**config.mk**
```make
export PLATFORM = sky130hd
export DESIGN_NAME = dram_refresh_sequencer
export DESIGN_NICKNAME = d
export VERILOG_FILES = /design/src/rtl/dram_refresh_pkg.sv /design/src/rtl/refresh_period_timer.sv /design/src/rtl/refresh_debt_counter.sv /design/src/rtl/refresh_row_counter.sv /design/src/rtl/dram_refresh_sequencer.sv
export SDC_FILE = /design/constraint.sdc
export NUM_CORES = 1
export LEC_CHECK = 0
export ABC_CLOCK_PERIOD_IN_PS = 2700
export CORE_AREA = 2 2 86 88
export CTS_BUF_LIST = sky130_fd_sc_hd__clkbuf_8
export DETAILED_ROUTE_END_ITERATION = 8
export DIE_AREA = 0 0 88 90
export PLACE_DENSITY = 0.7
export SETUP_SLACK_MARGIN = 0.2
export SLEW_MARGIN = 30
export SYNTH_ARGS = -nofsm -noshare
export SYNTH_HDL_FRONTEND = slang
export SYNTH_SLANG_ARGS = --single-unit
export TNS_END_PERCENT = 10
```
**constraint.sdc**
```tcl
create_clock -name clk -period 2.7 [get_ports clk]
set_clock_uncertainty 0.05 [all_clocks]
set_input_delay 0.27 -clock clk [delete_from_list [all_inputs] [get_ports clk]]
set_output_delay 0.27 -clock clk [all_outputs]
set_load 0.005 [all_outputs]
```
**src/rtl/dram_refresh_pkg.sv**
```systemverilog
package dram_refresh_pkg;

    typedef enum logic [1:0] {
        SEQ_SETTLE = 2'd0,
        SEQ_WAKE   = 2'd1,
        SEQ_RUN    = 2'd2
    } seq_state_t;

endpackage

```
**src/rtl/refresh_period_timer.sv**
```systemverilog
module refresh_period_timer #(
    parameter int PERIOD = 1560
) (
    input  logic clk,
    input  logic rst_n,
    input  logic run,
    output logic tick
);
    generate
        if (PERIOD <= 1) begin : g_every_cycle
            assign tick = run;
        end else begin : g_counter
            localparam int CW = $clog2(PERIOD);
            localparam logic [CW-1:0] LAST = CW'(PERIOD - 1);

            logic [CW-1:0] cnt_d, cnt_q;

            always_comb begin
                cnt_d = cnt_q;
                if (!run) begin
                    cnt_d = '0;
                end else if (cnt_q == LAST) begin
                    cnt_d = '0;
                end else begin
                    cnt_d = cnt_q + 1'b1;
                end
            end

            always_ff @(posedge clk or negedge rst_n) begin
                if (!rst_n) cnt_q <= '0;
                else        cnt_q <= cnt_d;
            end

            assign tick = run && (cnt_q == LAST);


            tick_spacing_chk: assert property (@(posedge clk) disable iff (!rst_n)
                tick |=> !tick);
        end
    endgenerate
endmodule

```
**src/rtl/refresh_debt_counter.sv**
```systemverilog
module refresh_debt_counter #(
    parameter int OWED_MAX = 4
) (
    input  logic clk,
    input  logic rst_n,
    input  logic clear,
    input  logic add,
    input  logic settle,
    output logic pending
);
    localparam int DW = $clog2(OWED_MAX + 1);
    localparam logic [DW-1:0] CEIL = DW'(OWED_MAX);

    logic [DW-1:0] owed_d, owed_q;

    always_comb begin
        owed_d = owed_q;
        if (clear) begin
            owed_d = '0;
        end else begin
            case ({add, settle})
                2'b10:   if (owed_q != CEIL) owed_d = owed_q + 1'b1;
                2'b01:   if (owed_q != '0)   owed_d = owed_q - 1'b1;
                default: owed_d = owed_q;
            endcase
        end
    end

    always_ff @(posedge clk or negedge rst_n) begin
        if (!rst_n) owed_q <= '0;
        else        owed_q <= owed_d;
    end

    assign pending = (owed_q != '0);


    owed_ceiling_chk: assert property (@(posedge clk) disable iff (!rst_n)
        owed_q <= CEIL);
endmodule

```
**src/rtl/refresh_row_counter.sv**
```systemverilog
module refresh_row_counter #(
    parameter int ROW_BITS = 9
) (
    input  logic                clk,
    input  logic                rst_n,
    input  logic                step,
    output logic [ROW_BITS-1:0] row
);
    logic [ROW_BITS-1:0] row_d, row_q;

    always_comb begin
        row_d = row_q;
        if (step) row_d = row_q + 1'b1;
    end

    always_ff @(posedge clk or negedge rst_n) begin
        if (!rst_n) row_q <= '0;
        else        row_q <= row_d;
    end

    assign row = row_q;


    row_hold_chk: assert property (@(posedge clk) disable iff (!rst_n)
        !step |=> $stable(row_q));
endmodule

```
**src/rtl/dram_refresh_sequencer.sv**
```systemverilog
module dram_refresh_sequencer
    import dram_refresh_pkg::*;
#(
    parameter int PAUSE_CYCLES    = 20000,
    parameter int WAKE_CYCLES     = 8,
    parameter int INTERVAL_CYCLES = 1560,
    parameter int OWED_MAX        = 4,
    parameter int LAPSE_CYCLES    = 798720,
    parameter int ROW_BITS        = 9
) (
    input  logic                clk,
    input  logic                rst_n,
    input  logic                ras_only_mode,
    input  logic                ref_ack,
    output logic                ref_req,
    output logic [ROW_BITS-1:0] ref_row,
    output logic                init_done
);
    localparam int PAUSE_W = $clog2(PAUSE_CYCLES);
    localparam int WAKE_W  = $clog2(WAKE_CYCLES + 1);
    localparam int LAPSE_W = $clog2(LAPSE_CYCLES);

    localparam logic [PAUSE_W-1:0] PAUSE_LAST = PAUSE_W'(PAUSE_CYCLES - 1);
    localparam logic [WAKE_W-1:0]  WAKE_LOAD  = WAKE_W'(WAKE_CYCLES);
    localparam logic [LAPSE_W-1:0] LAPSE_LAST = LAPSE_W'(LAPSE_CYCLES - 1);

    typedef struct packed {
        seq_state_t         state;
        logic [PAUSE_W-1:0] settle;
        logic [WAKE_W-1:0]  wake_left;
        logic [LAPSE_W-1:0] lapse;
    } seq_regs_t;

    seq_regs_t r_d, r_q;

    logic accepted;
    logic in_run;
    logic interval_tick;
    logic debt_pending;

    assign in_run   = (r_q.state == SEQ_RUN);
    assign ref_req  = (r_q.state == SEQ_WAKE) || (in_run && debt_pending);
    assign accepted = ref_req && ref_ack;

    always_comb begin
        r_d = r_q;
        unique case (r_q.state)
            SEQ_SETTLE: begin
                if (r_q.settle == PAUSE_LAST) begin
                    r_d.state     = SEQ_WAKE;
                    r_d.wake_left = WAKE_LOAD;
                end else begin
                    r_d.settle = r_q.settle + 1'b1;
                end
            end
            SEQ_WAKE: begin
                if (accepted) begin
                    if (r_q.wake_left == WAKE_W'(1)) begin
                        r_d.state = SEQ_RUN;
                        r_d.lapse = '0;
                    end else begin
                        r_d.wake_left = r_q.wake_left - 1'b1;
                    end
                end
            end
            SEQ_RUN: begin
                if (accepted) begin
                    r_d.lapse = '0;
                end else if (r_q.lapse == LAPSE_LAST) begin
                    r_d.state     = SEQ_WAKE;
                    r_d.wake_left = WAKE_LOAD;
                    r_d.lapse     = '0;
                end else begin
                    r_d.lapse = r_q.lapse + 1'b1;
                end
            end
            default: r_d.state = SEQ_SETTLE;
        endcase
    end

    always_ff @(posedge clk or negedge rst_n) begin
        if (!rst_n) begin
            r_q.state     <= SEQ_SETTLE;
            r_q.settle    <= '0;
            r_q.wake_left <= '0;
            r_q.lapse     <= '0;
        end else begin
            r_q <= r_d;
        end
    end

    refresh_period_timer #(
        .PERIOD (INTERVAL_CYCLES)
    ) u_timer (
        .clk   (clk),
        .rst_n (rst_n),
        .run   (in_run),
        .tick  (interval_tick)
    );

    refresh_debt_counter #(
        .OWED_MAX (OWED_MAX)
    ) u_debt (
        .clk     (clk),
        .rst_n   (rst_n),
        .clear   (!in_run),
        .add     (interval_tick),
        .settle  (accepted && in_run),
        .pending (debt_pending)
    );

    refresh_row_counter #(
        .ROW_BITS (ROW_BITS)
    ) u_row (
        .clk   (clk),
        .rst_n (rst_n),
        .step  (accepted && ras_only_mode),
        .row   (ref_row)
    );

    assign init_done = in_run;


    req_held_chk: assert property (@(posedge clk) disable iff (!rst_n)
        ref_req && !ref_ack |=> ref_req);


    init_rise_chk: assert property (@(posedge clk) disable iff (!rst_n)
        $rose(init_done) |-> $past(ref_req && ref_ack));


    idle_ack_chk: assert property (@(posedge clk) disable iff (!rst_n)
        !ref_req && ref_ack |=> $stable(ref_row));


    cbr_row_chk: assert property (@(posedge clk) disable iff (!rst_n)
        !ras_only_mode |=> $stable(ref_row));


    rewake_chk: assert property (@(posedge clk) disable iff (!rst_n)
        $fell(init_done) |-> ref_req);
endmodule

```
==> run summary, run 1 <==
# Post-CTS Setup Buffers: 0
via/cell ratio: 5.39
clock-pin slew on the worst setup and hold paths: 0.07 ns
Hold Vio Cnt, Final: 0
net load switching power: 0.000717 W
Port Buffers: 14
actual slew at the worst max-slew pin: 0.551 ns
via total after detailed routing: 2533
crit share post-route: 85.0%
setup violators final: 0
Post-synth ARST share: 100%
combinational power share: 18.5%
row count: 31
CTS Buf Count: 9
design area: 3890 sq um
Data required, critical path: 2.89 ns
initial DRC count: 111
ANT cells: 0
DIE AREA: 7920 sq um
final net count: 378
Synth Cell Area: 3330 sq um
share of the synthesized area in the top cell type: 48.0%
Synth Warn #: 0
slowest stage delay, CP: 0.39 ns
largest net degree at the start of global routing: 26
Tmin final: 2.30 ns
layout cell share with drive strength beyond 1: 11.1%
Ports: 15
final wirelength: 6.39 mm
Crit path arrival time: 2.48 ns
top cells by area, synth: dfrtp_1, xor2_1, nor2_1
Final HPWL DP: 4.49 mm
Cell Count Post-Placement: 454
MaxCap Viol Count: 0
gr usage total: 18.4%
Clk pwr share: 36.3%
Area Growth Syn to Fin: 16.7%
Internal Power: 0.00182 W
status: completed
GP Congestion: 0.815
Synth Register Bits: 64
sequential-to-total area share from yosys stat: 48.0%
endpoint class of the critical path: flop
initial antenna violation count: 0
worst-path maximum fanout: 4
first-pass GRT wire length: 11.5 mm
Worst setup SP type: flop
Worst Hold Class: in2async
Max clock buf depth: 2
Slew Limit Headroom: 63.0%
Min Hold Slack: 0.404 ns
DP Area: 3660 sq um
Max VDD drop: 299 uV
setup TNS: 0 ns
Setup Crit Path Kind: reg2reg
Top FF cell, synth: dfrtp_1
clock sink count: 64
Avg Inst Size Synth: 9.95 sq um
top-count cell post-synth: dfrtp_1
Post-Syn Instances: 335
EDFF count, synth: 0
# H-tree levels: 3
Seq pwr share: 45.3%
switch share: 28.2%
fin. max-slew vios: 0
Finished Layout Cells: 470
FILL cells: 610
die height: 90 microns
detailed-route DRC error count: 0
Overflow after GRT: 0
Slowest-stage cell, CP: dfrtp_1
core area: 7020 sq um
drt first pass iters: 5
CP Cell Sequence: ha_1 > nor4bb_1 > nand4b_2 > nand2_1 > nor2_1 > fa_1 > inv_1 > nand3_1 > a32oi_1 > a21oi_1
unrepaired setup endpoints after global routing: false
largest area contributor in the netlist: dfrtp_1
Root Driver: clkbuf_8
R2R Setup Slk: 0.40 ns
synth cell count leaders: dfrtp_1, nor2_1, xor2_1
drt wl/cell: 13.6 microns
initial core utilization: 47.5%
Pleak: 1.80 nW
PwrDens: 653 nW/um^2
Clock Latency Late Sink: 0.35 ns
syn_nets: 346
die width: 88 microns
CTS tree: built
unique cell type count in the Yosys netlist: 49
post-route ant nets: 0
Max Freq: 0.436 GHz
vias in the first global route: 2472
-- state kept, by name, summed over array words and instances (netlist names) --
register and count:
r_q 41, u_row.row 9, u_debt.owed_q 3, u_timer.g_counter.cnt_q 11
-- cell usage in the layout, fill, tap and decap left out, drive strengths merged, types with 3 or more instances in the layout --
| cell type | n |
|---|---|
| dfrtp | 64 |
| nor3 | 10 |
| clkdlybuf4s50 | 13 |
| nand4 | 19 |
| and2 | 5 |
| a21o | 4 |
| or3 | 5 |
| or4b | 3 |
| nand3 | 20 |
| o21ai | 10 |
| a31o | 3 |
| clkbuf | 11 |
| and4 | 7 |
| a21oi | 7 |
| buf | 15 |
| ha | 6 |
| mux2 | 3 |
| xor2 | 32 |
| nand2b | 3 |
| nand2 | 29 |
| nor2 | 37 |
| xnor2 | 14 |
| and3 | 10 |
| inv | 7 |
-- layout make-up --
| class | instances | area (sq um) | share of cell area (%) |
|---|---|---|---|
| clock inverter | 4 | 68.8 | 1.77 |
| clock buffer | 11 | 151 | 3.89 |
| timing repair buffer | 29 | 250 | 6.43 |
| tap | 99 | 124 | 3.18 |
| inverter | 7 | 26.3 | 0.675 |
| sequential | 64 | 1600 | 41.2 |
| multi-input combinational | 256 | 1670 | 42.9 |
-- power groups by stage --
stage | clock [W] | combinational, W | sequential (W)
6_report | 0.000922 | 0.000469 | 0.00115
5_1_grt | 0.000993 | 0.000539 | 0.00117
4_1_cts | 0.000938 | 0.000476 | 0.00115
3_5_place_dp | 0 | 0.000471 | 0.00117
3_3_place_gp | 0 | 0.000450 | 0.00116
2_1_floorplan | 0 | 0.000283 | 0.00115
-- per-stage QoR --
step,utilization (%),total power (W),setup slack [ns]
finish,55.4,0.00254,0.405
global route,55.4,0.00270,0.249
CTS,55.4,0.00256,0.323
detailed placement,52.1,0.00164,0.423
global placement,52.1,0.00161,0.484
floorplan,-,0.00143,0.224
-- timing repair --
item                       in CTS  in global routing
hold endpoints to repair       22                  0
setup endpoints to repair       0                  1
hold buffers                    1                  0
resized for setup               0                  1
-- logic make-up (layout without fill, tap and decap cells) --
kind of cell / after synthesis / after routing / share of synthesized area [%]
AOI/OAI and AO/OA: 39 / 39 / 7.96
buffers and inverters: 15 / 51 / 1.95
adders and majority gates: 7 / 7 / 2.85
xor gates and xnor gates: 46 / 46 / 12.1
DFF: 64 / 64 / 48.0
and+or+nand+nor: 160 / 160 / 25.8
muxes: 4 / 4 / 1.31
-- path summary, 6_finish.rpt --
check | start | end | cells past startpoint
max in group asynchronous | rst_n | r_q[24]$_DFFE_PN0P_ | 3
min in group clk | r_q[38]$_DFFE_PN0P_ | r_q[38]$_DFFE_PN0P_ | 1
min | rst_n | r_q[30]$_DFFE_PN0P_ | 2
min reg2reg | r_q[38]$_DFFE_PN0P_ | r_q[38]$_DFFE_PN0P_ | 1
max | u_timer.g_counter.cnt_q[0]$_DFF_PN0_ | u_debt.owed_q[2]$_DFFE_PN0P_ | 10
max reg2reg | u_timer.g_counter.cnt_q[0]$_DFF_PN0_ | u_debt.owed_q[2]$_DFFE_PN0P_ | 10
-- layer usage --
layer  vias to the layer above  track usage (%)  wire [microns]
met5                         -                0               0
met4                         0             6.92             109
met3                         9             5.23             188
met1                      1235             25.2            3110
li1                       1255                -               -
met2                        34             27.5            2980
-- critical path: cells and delay by family, from the launching register on --
family / cells / cell delay (ns)
AOI/OAI and AO/OA: 2 / 0.29
DFF: 1 / 0.39
and+or+nand+nor: 5 / 0.75
buffers and inverters: 1 / 0.11
adders and majority gates: 2 / 0.60
Note: power is estimated with default switching activity, not from simulation.
==> run 2, diff against run 1 <==
CORE_AREA = 2 2 84 86   (was 2 2 86 88)
DIE_AREA = 0 0 86 88   (was 0 0 88 90)
PLACE_DENSITY = 0.73   (was 0.7)
==> run 2 against run 1 <==
  * Global-route usage is essentially flat
  * Sequential power about the same
  * Final cell count is 4.5% lower
  * Combinational power barely moved
  * Power up 2.3%
  * Critical endpoint is now ref_req
  * Non-clock buffer count shrank 3
  * Hold slack improved by 0.025 ns
  * Count of clock-buffer cells in the layout fell by 2
  * Utilization is 2.9 points higher
  * Register-to-register slack improved by 0.02 ns
  * Cell area is 0.48% lower
  * Routed wire length down 0.66%
==> run summary, run 2 (synthesis results as in run 1) <==
status: completed (unchanged)
Worst Hold Class: reg2reg (was in2async)
Crit path arrival time: 2.02 ns (was 2.48 ns)
final wirelength: 6.35 mm (was 6.39 mm)
core area: 6640 sq um (was 7020 sq um)
die width: 86 microns (was 88 microns)
most frequent cells in the layout: dfrtp_1, nor2_1, xor2_1, nand2_1, nand3_1 (unchanged)
Clock Latency Late Sink: 0.35 ns (about the same)
Final Util: 58.3% (was 55.4%)
GRT Max-Usage Layer: met2 (unchanged)
total chip power: 0.00260 W (was 0.00254 W)
CTS tree: built (unchanged)
Root Driver: clkbuf_8 (unchanged)
initial antenna violation count: 0 (unchanged)
Pleak: 1.79 nW (was 1.80 nW)
via total after detailed routing: 2510 (was 2533)
DIE AREA: 7570 sq um (was 7920 sq um)
first-pass GRT wire length: 11.0 mm (was 11.5 mm)
initial core utilization: 50.2% (was 47.5%)
Hold Vio Cnt, Final: 0 (unchanged)
Max Freq: 0.428 GHz (was 0.436 GHz)
die height: 88 microns (was 90 microns)
Ports: 15 (unchanged)
endpoint class of the critical path: output pin (was flop)
final net count: 375 (was 378)
post-CTS sizing: 0 (unchanged)
commonest non-fill, non-tap cell in the layout: dfrtp_1 (unchanged)
Area Growth Syn to Fin: 16.1% (was 16.7%)
worst-path maximum fanout: 7 (was 4)
row count: 30 (was 31)
Data required, critical path: 2.38 ns (was 2.89 ns)
clock sink count: 64 (unchanged)
PwrDens: 672 nW/um^2 (was 653 nW/um^2)
Final HPWL DP: 4.35 mm (was 4.49 mm)
Biggest register: r_q (unchanged)
detailed-route DRC error count: 0 (unchanged)
Port Buffers: 14 (unchanged)
unrepaired setup endpoints after global routing: false (unchanged)
ANT cells: 0 (unchanged)
Slew Limit Headroom: 53.2% (was 63.0%)
largest net degree at the start of global routing: 35 (was 26)
drt first pass iters: 4 (was 5)
Max VDD drop: 274 uV (was 299 uV)
Overflow after GRT: 0 (unchanged)
Tmin final: 2.34 ns (was 2.30 ns)
met2 Use GR: 29.0% (was 27.5%)
drt wl/cell: 14.1 microns (was 13.6 microns)
GP Congestion: 0.820 (was 0.815)
CTS Buf Count: 9 (unchanged)
setup violators final: 0 (unchanged)
clock-pin slew on the worst setup and hold paths: 0.07 ns (about the same)
grt met3 use: 4.43% (was 5.23%)
Reg2Reg Depth: 10 (unchanged)
max reg flops: 41 (unchanged)
# H-tree levels: 3 (unchanged)
initial DRC count: 89 (was 111)
vias in the first global route: 2435 (was 2472)
actual slew at the worst max-slew pin: 0.701 ns (was 0.551 ns)
crit share post-route: 86.5% (was 85.0%)
Max clock buf depth: 2 (unchanged)
# Post-CTS Setup Buffers: 0 (unchanged)
MaxCap Viol Count: 0 (unchanged)
fin. max-slew vios: 0 (unchanged)
Setup Crit Path Kind: reg2out (was reg2reg)
layout cell share with drive strength beyond 1: 10.6% (was 11.1%)
via/cell ratio: 5.59 (was 5.39)
Worst setup SP type: flop (unchanged)
Hold-fix buffers, CTS: 1 (unchanged)
R2R Setup Slk: 0.42 ns (was 0.40 ns)
post-route ant nets: 0 (unchanged)
gr usage total: 18.4% (about the same)
setup TNS: 0 ns (unchanged)
WHS Path Cells: 1
met1 Resource Use GR: 24.5% (was 25.2%)
run 2: cell count changes in the layout (fill, tap and decap cells not counted), sizes merged:
cell | before | now
bufinv | 2 | 3
clkinvlp | 0 | 1
clkbuf | 11 | 9
buf | 15 | 12
clkinv | 2 | 3
run 2: final timing paths:
kind                                                      startpoint                                   end
worst max-delay path                             r_q[39]$_DFFE_PN0P_                               ref_req
min in group asynchronous                                      rst_n              u_row.row[8]$_DFFE_PN0P_
worst min register to register  u_timer.g_counter.cnt_q[0]$_DFF_PN0_  u_timer.g_counter.cnt_q[0]$_DFF_PN0_
worst max register to register  u_timer.g_counter.cnt_q[0]$_DFF_PN0_          u_debt.owed_q[2]$_DFFE_PN0P_
worst min-delay path            u_timer.g_counter.cnt_q[0]$_DFF_PN0_  u_timer.g_counter.cnt_q[0]$_DFF_PN0_
max in group asynchronous                                      rst_n                    r_q[8]$_DFFE_PN0P_
run 2: report_power, final:
part,leakage (nW),switching [W],internal [W]
Combinational,0.818,0.000243,0.000223
Clock,0.120,0.000375,0.000606
Sequential,0.856,0.000112,0.00104
run 2: through the flow:
step                      setup WS (ns)  hold slack (ns)  cell area [sq um]  std cells
after detailed placement          0.423            0.304               3630        432
after global placement            0.482            0.300               3630        432
after global routing              0.232            0.447               3870        449
final                             0.363            0.429               3870        449
after floorplan                   0.224          -0.0756               3330        335
after CTS                         0.351            0.431               3870        449
run 2: metal layers:
layer  part of all wire [%]  vias up
li1                       -     1247
met1                     50     1221
met2                     46       34
met3                    3.1        8
met4                    1.5        0
met5                      0        -
run 2: cell type report:
cell class              instances  area [sq um]
fillers                       544          2770
multi-input cells             256          1670
flip-flops and latches         64          1600
repair buffers                 26           240
clock buffers                   9           124
clock inverters                 7           111
well taps                      80           100
inverters                       7          26.3
run 2: critical path, stage by stage, from the launching register on:
cell and delay, ns:
dfrtp_1 0.37, nand2b_1 0.16, buf_4 0.17, o21ai_0 0.37, clkdlybuf4s50_1 0.60
